## src/rtl/wac_pkg.sv

```systemverilog
package wac_pkg;
  typedef enum logic [1:0] {
    INC_NONE  = 2'd0,
    INC_PAGE  = 2'd1,
    INC_ARRAY = 2'd2
  } inc_e;

  typedef struct packed {
    logic ld_hi;
    logic ld_lo;
    inc_e inc;
  } wac_op_t;
endpackage

```

## src/rtl/wac_op_decode.sv

```systemverilog
module wac_op_decode
  import wac_pkg::*;
(
  input  logic    load_hi_i,
  input  logic    load_lo_i,
  input  logic    inc_wr_i,
  input  logic    inc_rd_i,
  output wac_op_t op_o
);
  logic any_ld;
  assign any_ld = load_hi_i | load_lo_i;

  always_comb begin
    op_o.ld_hi = load_hi_i;
    op_o.ld_lo = load_lo_i;
    if (any_ld)        op_o.inc = INC_NONE;
    else if (inc_wr_i) op_o.inc = INC_PAGE;
    else if (inc_rd_i) op_o.inc = INC_ARRAY;
    else               op_o.inc = INC_NONE;
  end

  always_comb begin
    if (any_ld) assert (op_o.inc == INC_NONE) else $error("p_ld_prio_r9");
  end
endmodule

```

## src/rtl/wac_next_addr.sv

```systemverilog
module wac_next_addr
  import wac_pkg::*;
#(
  parameter int unsigned ADDR_W = 15,
  parameter int unsigned PAGE_W = 6
) (
  input  logic [ADDR_W-1:0] addr_q_i,
  input  wac_op_t           op_i,
  input  logic [7:0]        byte_i,
  output logic [ADDR_W-1:0] addr_d_o
);
  localparam int unsigned HI_W  = ADDR_W - 8;
  localparam int unsigned ROW_W = ADDR_W - PAGE_W;

  logic [ADDR_W-1:0] page_inc, array_inc, loaded;
  logic [PAGE_W-1:0] ofs_inc;

  assign ofs_inc   = addr_q_i[PAGE_W-1:0] + 1'b1;
  assign array_inc = addr_q_i + 1'b1;

  generate
    if (ROW_W > 0) begin : g_rows
      assign page_inc = {addr_q_i[ADDR_W-1:PAGE_W], ofs_inc};
    end else begin : g_flat
      assign page_inc = ofs_inc;
    end
  endgenerate

  assign loaded[7:0]        = op_i.ld_lo ? byte_i : addr_q_i[7:0];
  assign loaded[ADDR_W-1:8] = op_i.ld_hi ? byte_i[HI_W-1:0] : addr_q_i[ADDR_W-1:8];

  always_comb begin
    if (op_i.ld_hi || op_i.ld_lo) addr_d_o = loaded;
    else begin
      unique case (op_i.inc)
        INC_PAGE:  addr_d_o = page_inc;
        INC_ARRAY: addr_d_o = array_inc;
        default:   addr_d_o = addr_q_i;
      endcase
    end
  end
endmodule

```

## src/rtl/wac_addr_ctr.sv

```systemverilog
module wac_addr_ctr
  import wac_pkg::*;
#(
  parameter int unsigned ADDR_W = 15,
  parameter int unsigned PAGE_W = 6
) (
  input  logic              clk_i,
  input  logic              rst_ni,
  input  logic              load_hi_i,
  input  logic              load_lo_i,
  input  logic              inc_wr_i,
  input  logic              inc_rd_i,
  input  logic [7:0]        byte_i,
  output logic [ADDR_W-1:0] addr_o
);
  localparam int unsigned HI_W = ADDR_W - 8;

  wac_op_t           op;
  logic [ADDR_W-1:0] addr_q, addr_d;

  wac_op_decode u_dec (
    .load_hi_i(load_hi_i),
    .load_lo_i(load_lo_i),
    .inc_wr_i (inc_wr_i),
    .inc_rd_i (inc_rd_i),
    .op_o     (op)
  );

  wac_next_addr #(.ADDR_W(ADDR_W), .PAGE_W(PAGE_W)) u_nxt (
    .addr_q_i(addr_q),
    .op_i    (op),
    .byte_i  (byte_i),
    .addr_d_o(addr_d)
  );

  always_ff @(posedge clk_i or negedge rst_ni) begin
    if (!rst_ni) addr_q <= '0;
    else         addr_q <= addr_d;
  end

  assign addr_o = addr_q;

  logic any_strobe, only_wr, only_rd;
  assign any_strobe = load_hi_i | load_lo_i | inc_wr_i | inc_rd_i;
  assign only_wr    = inc_wr_i & ~load_hi_i & ~load_lo_i;
  assign only_rd    = inc_rd_i & ~inc_wr_i & ~load_hi_i & ~load_lo_i;

  always_comb begin
    if (!rst_ni) assert (addr_o == '0) else $error("p_reset_zero_r1");
  end

  p_hold_r8: assert property (@(posedge clk_i) disable iff (!rst_ni)
    !any_strobe |=> $stable(addr_o));

  p_wr_row_keep_r4: assert property (@(posedge clk_i) disable iff (!rst_ni)
    only_wr |=> $stable(addr_o[ADDR_W-1:PAGE_W]));

  p_wr_wrap_r5: assert property (@(posedge clk_i) disable iff (!rst_ni)
    (only_wr && addr_o[PAGE_W-1:0] == '1) |=> addr_o[PAGE_W-1:0] == '0);

  p_rd_wrap_r7: assert property (@(posedge clk_i) disable iff (!rst_ni)
    (only_rd && addr_o == '1) |=> addr_o == '0);

  p_lo_keep_hi_r3: assert property (@(posedge clk_i) disable iff (!rst_ni)
    (load_lo_i && !load_hi_i) |=> $stable(addr_o[ADDR_W-1:8]));

  p_hi_load_r2: assert property (@(posedge clk_i) disable iff (!rst_ni)
    load_hi_i |=> addr_o[ADDR_W-1:8] == $past(byte_i[HI_W-1:0]));
endmodule

```

## config.mk

```make
export PLATFORM = sky130hd
export DESIGN_NAME = wac_addr_ctr
export DESIGN_NICKNAME = d
export VERILOG_FILES = /design/src/rtl/wac_pkg.sv /design/src/rtl/wac_op_decode.sv /design/src/rtl/wac_next_addr.sv /design/src/rtl/wac_addr_ctr.sv
export SDC_FILE = /design/constraint.sdc
export NUM_CORES = 1
export LEC_CHECK = 0
export BUFFER_PORTS_ARGS = -buffer_cell sky130_fd_sc_hd__buf_2
export CORE_ASPECT_RATIO = 1.5
export CORE_MARGIN = 2
export CORE_UTILIZATION = 40
export DETAILED_ROUTE_END_ITERATION = 6
export PLACE_DENSITY_LB_ADDON = 0.05
export SETUP_SLACK_MARGIN = 0.2
export SLEW_MARGIN = 20
export SYNTH_ARGS = -nofsm -noshare
export SYNTH_HDL_FRONTEND = slang
export SYNTH_HIERARCHICAL = 1
export SYNTH_SLANG_ARGS = --single-unit
```

## constraint.sdc

```tcl
create_clock -name clk_i -period 1.8 [get_ports clk_i]
set_input_delay 0.36 -clock clk_i [delete_from_list [all_inputs] [get_ports clk_i]]
set_output_delay 0.36 -clock clk_i [all_outputs]
set_load 0.02 [all_outputs]
```

==> results by group, run 1 <==
Worst setup path
  – WP data required: 1940 ps
  – Crit path from: load_hi_i
  – CP max FO: 8
  – CP Launch Type: primary input
  – Endpoint type of the worst setup path: register
  – Setup CP Type: in2reg
  – CP Data Arrival Time: 1930 ps
  – Reg-to-reg startpoint: addr_o[2]

Synthesis
  – Dominant cells by area after synthesis: dfrtp_1, nand2_1, clkbuf_8
  – Compound-Gate Fraction of Synth Area: 0.213
  – Syn Inst Count: 123
  – Syn Nets: 140
  – Synth Area in XOR/XNOR: 0.0236
  – Main flop type after synthesis: dfrtp_1
  – Leading area contributor after synthesis: dfrtp_1
  – Synth Register Bits: 15
  – Seq/Total Area, Yosys: 0.337
  – Post-synthesis cell area: 1110 sq um
  – Syn. warnings: 6
  – Largest family of logic cells by synthesized area: simple AND/OR/NAND/NOR gates
  – Post-synth EDFFs: 0
  – Post-synthesis mux area share: 0.0527
  – Post-synthesis adder-cell area fraction: 0.0337
  – Yosys top cell area share: 0.337
  – Distinct cell type count after synthesis: 40
  – Asr flop ratio synth: 1.00
  – Post-synthesis simple-gate area fraction: 0.268
  – Syn Area/Cell: 9.06 sq um

Die
  – Core Area: 2680 sq um
  – Chip height: 68.7 um
  – Io pins: 29
  – Initial Utilization: 0.417
  – Die footprint: 3230 sq um
  – Die width: 47.1 um
  – Row count: 23

Power
  – Leak: 0.000749 uW
  – VDD IR-drop max: 402 uV
  – Total power divided by cell area: 631 nW/um^2
  – Combinational power share: 0.332
  – Net switching power: 363 uW
  – Sequential share of power: 0.392
  – Internal: 683 uW
  – Switching Fraction: 0.347
  – Clk network pwr share: 0.276

GRT
  – Tot GR Track Use: 0.236
  – Gr ovfl total: 0
  – Via count of the first global-routing pass: 1229
  – Initial antenna violation count: 0
  – Global-route wire length before repair: 5510 um
  – Largest net degree at the start of global routing: 16

Cells and area
  – Layout Nets: 193
  – Max reg flops: 15
  – Cell area after layout: 1660 sq um
  – Ant diodes: 0
  – Area Overhead vs Synth: 48.6%
  – Core Util, Final: 0.619
  – Layout cells sized above 1: 0.514

Timing
  – RSZ-0062 raised after global routing: true
  – Final hold vios: 0
  – Final critical-path required period: 1800 ps
  – Endpoints failing setup: 0
  – Fmax: 556 MHz
  – Worst Max-Slew Pin Slew: 361 ps
  – Final period util: 0.998
  – Slew HR: 0.759
  – Slew Limit Fails: 0
  – Setup tns final: 0 ps
  – Clk_skew: 3.24 ps

Hold path
  – Hold WC Path Type: in2async

Placed design
  – Buffers on Ports: 28
  – Placer Congestion: 0.799
  – Hpwl dp: 2380 um
  – Cell Area, Placed: 1430 sq um

Detailed routing
  – Routed vias/inst: 5.65
  – Post-DRT Antenna Nets: 0
  – DR iter-0 viols: 31
  – Post-DR wirelength/cell: 15.8 um
  – Number of iterations in the first detailed-routing pass: 4
  – Final wirelength: 3350 um
  – Residual DRC count: 0
  – Vias: 1198

Job
  – Maxcap violations: 0

Clock tree
  – Clk sinks: 15
  – Clock buffer depth: 2
  – CTS root buf: clkbuf_8
  – Reg clk slew, reported paths: 70 ps
  – H-tree Lvls: 1
  – CTS tree: built
  – Clock Latency Late Sink: 250 ps
  – Inserted Clock Buffers: 3

Run status
  – Run status: completed
-- final timing paths --
kind	endpoint	slack, ps	cells past startpoint
worst max-delay path	addr_o[2]	3	9
worst min-delay path	addr_o[0]	9	1
worst min register to register	addr_o[5]	590	1
max in group asynchronous	addr_o[8]	1530	1
worst max register to register	addr_o[8]	170	5
min in group clk_i	addr_o[14]	340	3
-- placed cells by master (no fill, tap or decap), types with 2 or more instances in the layout --
cell type and instances:
nand3_1 5, inv_1 4, and3_1 3, o21ai_1 4, clkbuf_8 3, mux2_2 3, nor3b_4 2, o31a_1 2
buf_2 27, dfrtp_1 15, a21oi_2 2, a221o_1 2, nor3b_1 3, xnor2_1 3, o221ai_2 2, a21oi_1 4
a211oi_1 2, nand4_1 3, ha_4 2, nor2_1 9, buf_4 20, nand2_1 12, nand2_4 2, o311ai_1 2
o21ai_2 3, buf_6 6
-- worst max-delay path, stage by stage --
cell and delay, ps:
buf_8 100, buf_6 110, nor3b_4 210, inv_2 70
ha_4 300, o31ai_4 210, buf_6 160, o21ai_2 60
a221o_2 350
-- kinds of logic after synthesis --
group	after synthesis
simple gates	54
buf+inv	11
compound gates	32
xor+xnor	3
flops	15
fa+ha+maj	3
mux	5
-- layer usage --
layer / track usage / routed length (um) / vias up / part of all wire
met5: 0 / 0 / - / 0
met1: 0.280 / 1390 / 603 / 0.41
met2: 0.430 / 1820 / 23 / 0.54
li1: - / - / 566 / -
met4: 0.0833 / 57 / 0 / 0.017
met3: 0.0156 / 80 / 6 / 0.024
-- Yosys cell counts, drive strengths merged (3+ instances only) --
cell and instances:
clkbuf 3, a21oi 6, a221o 3, nand3 5, o21ai 8, inv 5, mux2 4, xnor2 3
nand4 4, dfrtp 15, nor2 11, nor3b 5, nand2 15, o221ai 3, buf 3, ha 3
and3 5
-- what timing repair did --
item                                    CTS  global route
pin swaps                                 7             4
endpoints found under the setup margin   14            15
resized for setup                        13            18
setup buffers                             7             1
cloned                                    1             0
hold buffers                              0             0
-- power groups by stage --
stage,sequential (uW),combinational [uW],clock (uW)
4_1_cts,409,326,293
6_report,410,347,289
3_3_place_gp,414,295,0
3_5_place_dp,415,300,0
2_1_floorplan,460,135,0
5_1_grt,416,375,315
-- per-stage QoR --
step	hold WS, ps	setup slack, ps	cells	total power (uW)
finish	8.81	2.91	212	1050
CTS	19.7	27.7	211	1030
global placement	285	-255	199	709
global route	30.0	-22.8	212	1110
floorplan	64.4	-18.9	123	594
detailed placement	293	-309	199	715
-- final cells by class --
class	count	area, sq um
inverters	5	18.8
repair buffers	54	368
flip-flops and latches	15	375
well taps	37	46.3
multi-input cells	97	802
clock buffers	3	41.3
clock inverters	1	5.00
fillers	260	1020
Power figures use the tool's default switching activity.
==> inputs of run 2 (changes only) <==
Settings changed: ABC_AREA set to 1, SETUP_SLACK_MARGIN 0.2 to 0.02.
==> run 2 against run 1 <==
Clock-buffer cell count grew 1. Global-route usage shrank 1.6 points. Sequential share of layout area grew 1.8 points. Critical path type unchanged. Largest cell class unchanged.
==> results by group, run 2 <==
Clock tree
  – Post-CTS setup buffer count: 0
  – CTS tree: built
  – Resize count post-CTS: 0
  – Inserted Clock Buffers: 3
  – CTS Hold Bufs: 0
  – Reg clk slew, reported paths: 60 ps
  – CTS root buf: clkbuf_8
  – H-tree Lvls: 1
  – Clock buffer depth: 2
  – Clock Latency Late Sink: 250 ps
  – Clk sinks: 15

Cells and area
  – Filler instances: 362
  – Max reg flops: 15
  – Area Overhead vs Synth: 21.9%
  – Cell area after layout: 1540 sq um
  – Most frequent cells in the layout: nand2_1, buf_2, inv_1
  – Commonest non-fill, non-tap cell in the layout: nand2_1
  – Layout cells sized above 1: 0.229
  – Layout Nets: 254
  – Ant diodes: 0

Power
  – Sequential share of power: 0.408
  – Switching Fraction: 0.381
  – Leak: 0.000761 uW
  – Clk network pwr share: 0.264
  – VDD IR-drop max: 438 uV
  – Total power divided by cell area: 696 nW/um^2
  – Internal: 661 uW
  – Combinational power share: 0.328
  – Net switching power: 408 uW

Timing
  – Final critical-path required period: 1600 ps
  – Hold slack: 27.4 ps
  – Worst setup margin: 199 ps
  – Final period util: 0.890
  – Clk_skew: 3.55 ps
  – Final hold vios: 0
  – Worst Max-Slew Pin Slew: 442 ps
  – RSZ-0062 raised after global routing: false
  – Fmax: 625 MHz
  – Slew HR: 0.705
  – Endpoints failing setup: 0
  – Slew Limit Fails: 0

Placed design
  – Buffers on Ports: 28
  – Cell Area, Placed: 1490 sq um
  – Post-place setup slack: -44.0 ps
  – Placer Congestion: 0.889
  – Hpwl dp: 2900 um

Synthesis
  – Syn Area/Cell: 6.36 sq um
  – Asr flop ratio synth: 1.00
  – Synth Register Bits: 15
  – Syn Inst Count: 198
  – Count leader, synth: nand2_1
  – Dominant cells by area after synthesis: dfrtp_1, nand2_1, o21ai_0
  – Synth cell count leaders: nand2_1, inv_1, o21ai_0
  – Leading area contributor after synthesis: dfrtp_1
  – Post-synthesis cell area: 1260 sq um
  – Syn. warnings: 6
  – Seq/Total Area, Yosys: 0.298
  – Post-synth EDFFs: 0
  – Yosys top cell area share: 0.298
  – Main flop type after synthesis: dfrtp_1
  – Distinct cell type count after synthesis: 24
  – Syn Nets: 215

Detailed routing
  – Final wirelength: 3700 um
  – M1 wire length: 1570 um
  – Residual DRC count: 0
  – Number of iterations in the first detailed-routing pass: 4
  – DR iter-0 viols: 83
  – Met3 WL: 130 um
  – WL met2: 1930 um
  – Post-DR wirelength/cell: 13.4 um
  – Vias: 1416
  – Top layer in use: met4
  – Post-DRT Antenna Nets: 0
  – Routed vias/inst: 5.13

Worst setup path
  – CP max FO: 5
  – CP Data Arrival Time: 1760 ps
  – Worst reg2reg path depth: 8
  – CP peak stage delay: 400 ps
  – Crit-path cells: buf_2 -> inv_1 -> nand2_1 -> nor2_1 -> inv_1 -> ha_1 -> inv_1 -> nand3_1 -> nand2_1 -> inv_1 -> nand2_1 -> o22ai_1
  – Setup CP Type: in2reg
  – FF-to-FF End: addr_o[10]
  – CP Launch Type: primary input
  – CP max stage cell: ha_1
  – R2R setup slack: 330 ps
  – Reg-to-reg startpoint: addr_o[1]
  – Endpoint type of the worst setup path: register
  – Top cell by count, worst path: inv_1
  – WP data required: 1960 ps

Die
  – Die width: 49.8 um
  – Die footprint: 3620 sq um
  – Chip height: 72.7 um
  – Core Area: 3070 sq um
  – Io pins: 29
  – Initial Utilization: 0.411
  – Row count: 25

GRT
  – Initial antenna violation count: 0
  – Gr ovfl total: 0
  – Largest net degree at the start of global routing: 16
  – Via count of the first global-routing pass: 1346
  – Global-route wire length before repair: 6150 um
  – Tot GR Track Use: 0.220

Job
  – Maxcap violations: 0

Run status
  – Run status: completed

Hold path
  – Hold WC Path Type: in2async
## run 2: kinds of logic (layout without fill, tap and decap cells)
family	Yosys count	count (layout)	synth area share
XOR/XNOR	2	2	0.0139
AO/OA/AOI/OAI	41	41	0.171
flip-flops	15	15	0.298
adder cells (fa/ha/maj)	3	3	0.0298
AND/OR/NAND/NOR	101	101	0.357
buffers and inverters	36	74	0.131
## run 2: worst max-delay path: cells and delay by family
family	cells	cell delay (ps)
buf+inv	5	390
compound gates	1	140
fa+ha+maj	1	400
simple gates	5	470
## run 2: power by group through the flow
stage	clock network (uW)	logic (uW)	registers, uW
CTS	287	352	436
global placement	0	345	439
finish	282	351	436
floorplan	0	183	479
global route	307	394	443
detailed placement	0	350	442
## run 2: area by class of cell
cell class	count	area, sq um	area share
clock buffer	4	45.0	0.0293
inverter	29	109	0.0708
multi-input combinational	147	719	0.468
sequential	15	375	0.244
tap	40	50.0	0.0326
timing repair buffer	41	238	0.155
## run 2: metal layers
layer  vias up  global-route usage
met5         -                   0
met3         6              0.0266
met4         0              0.0617
met1       656               0.255
li1        715                   -
met2        39               0.416
## run 2: through the flow
step | total power, uW | cells | utilization | setup TNS [ps]
global route | 1140 | 276 | 0.501 | 0
detailed placement | 792 | 272 | 0.487 | -136
global placement | 784 | 272 | 0.487 | -20.5
finish | 1070 | 276 | 0.501 | 0
CTS | 1070 | 276 | 0.501 | 0
floorplan | 662 | 198 | - | 0
## run 2: how the worst max path moves through the flow
stage                    from         end  slack [ps]  cells after the start
finish              load_hi_i   addr_o[4]         200                     12
detailed placement  load_lo_i   addr_o[4]         -40                     12
CTS                 load_lo_i   addr_o[4]         200                     12
global route        load_lo_i   addr_o[4]          70                     12
global placement    load_hi_i   addr_o[1]         -20                     10
floorplan           load_hi_i  addr_o[12]         100                     12
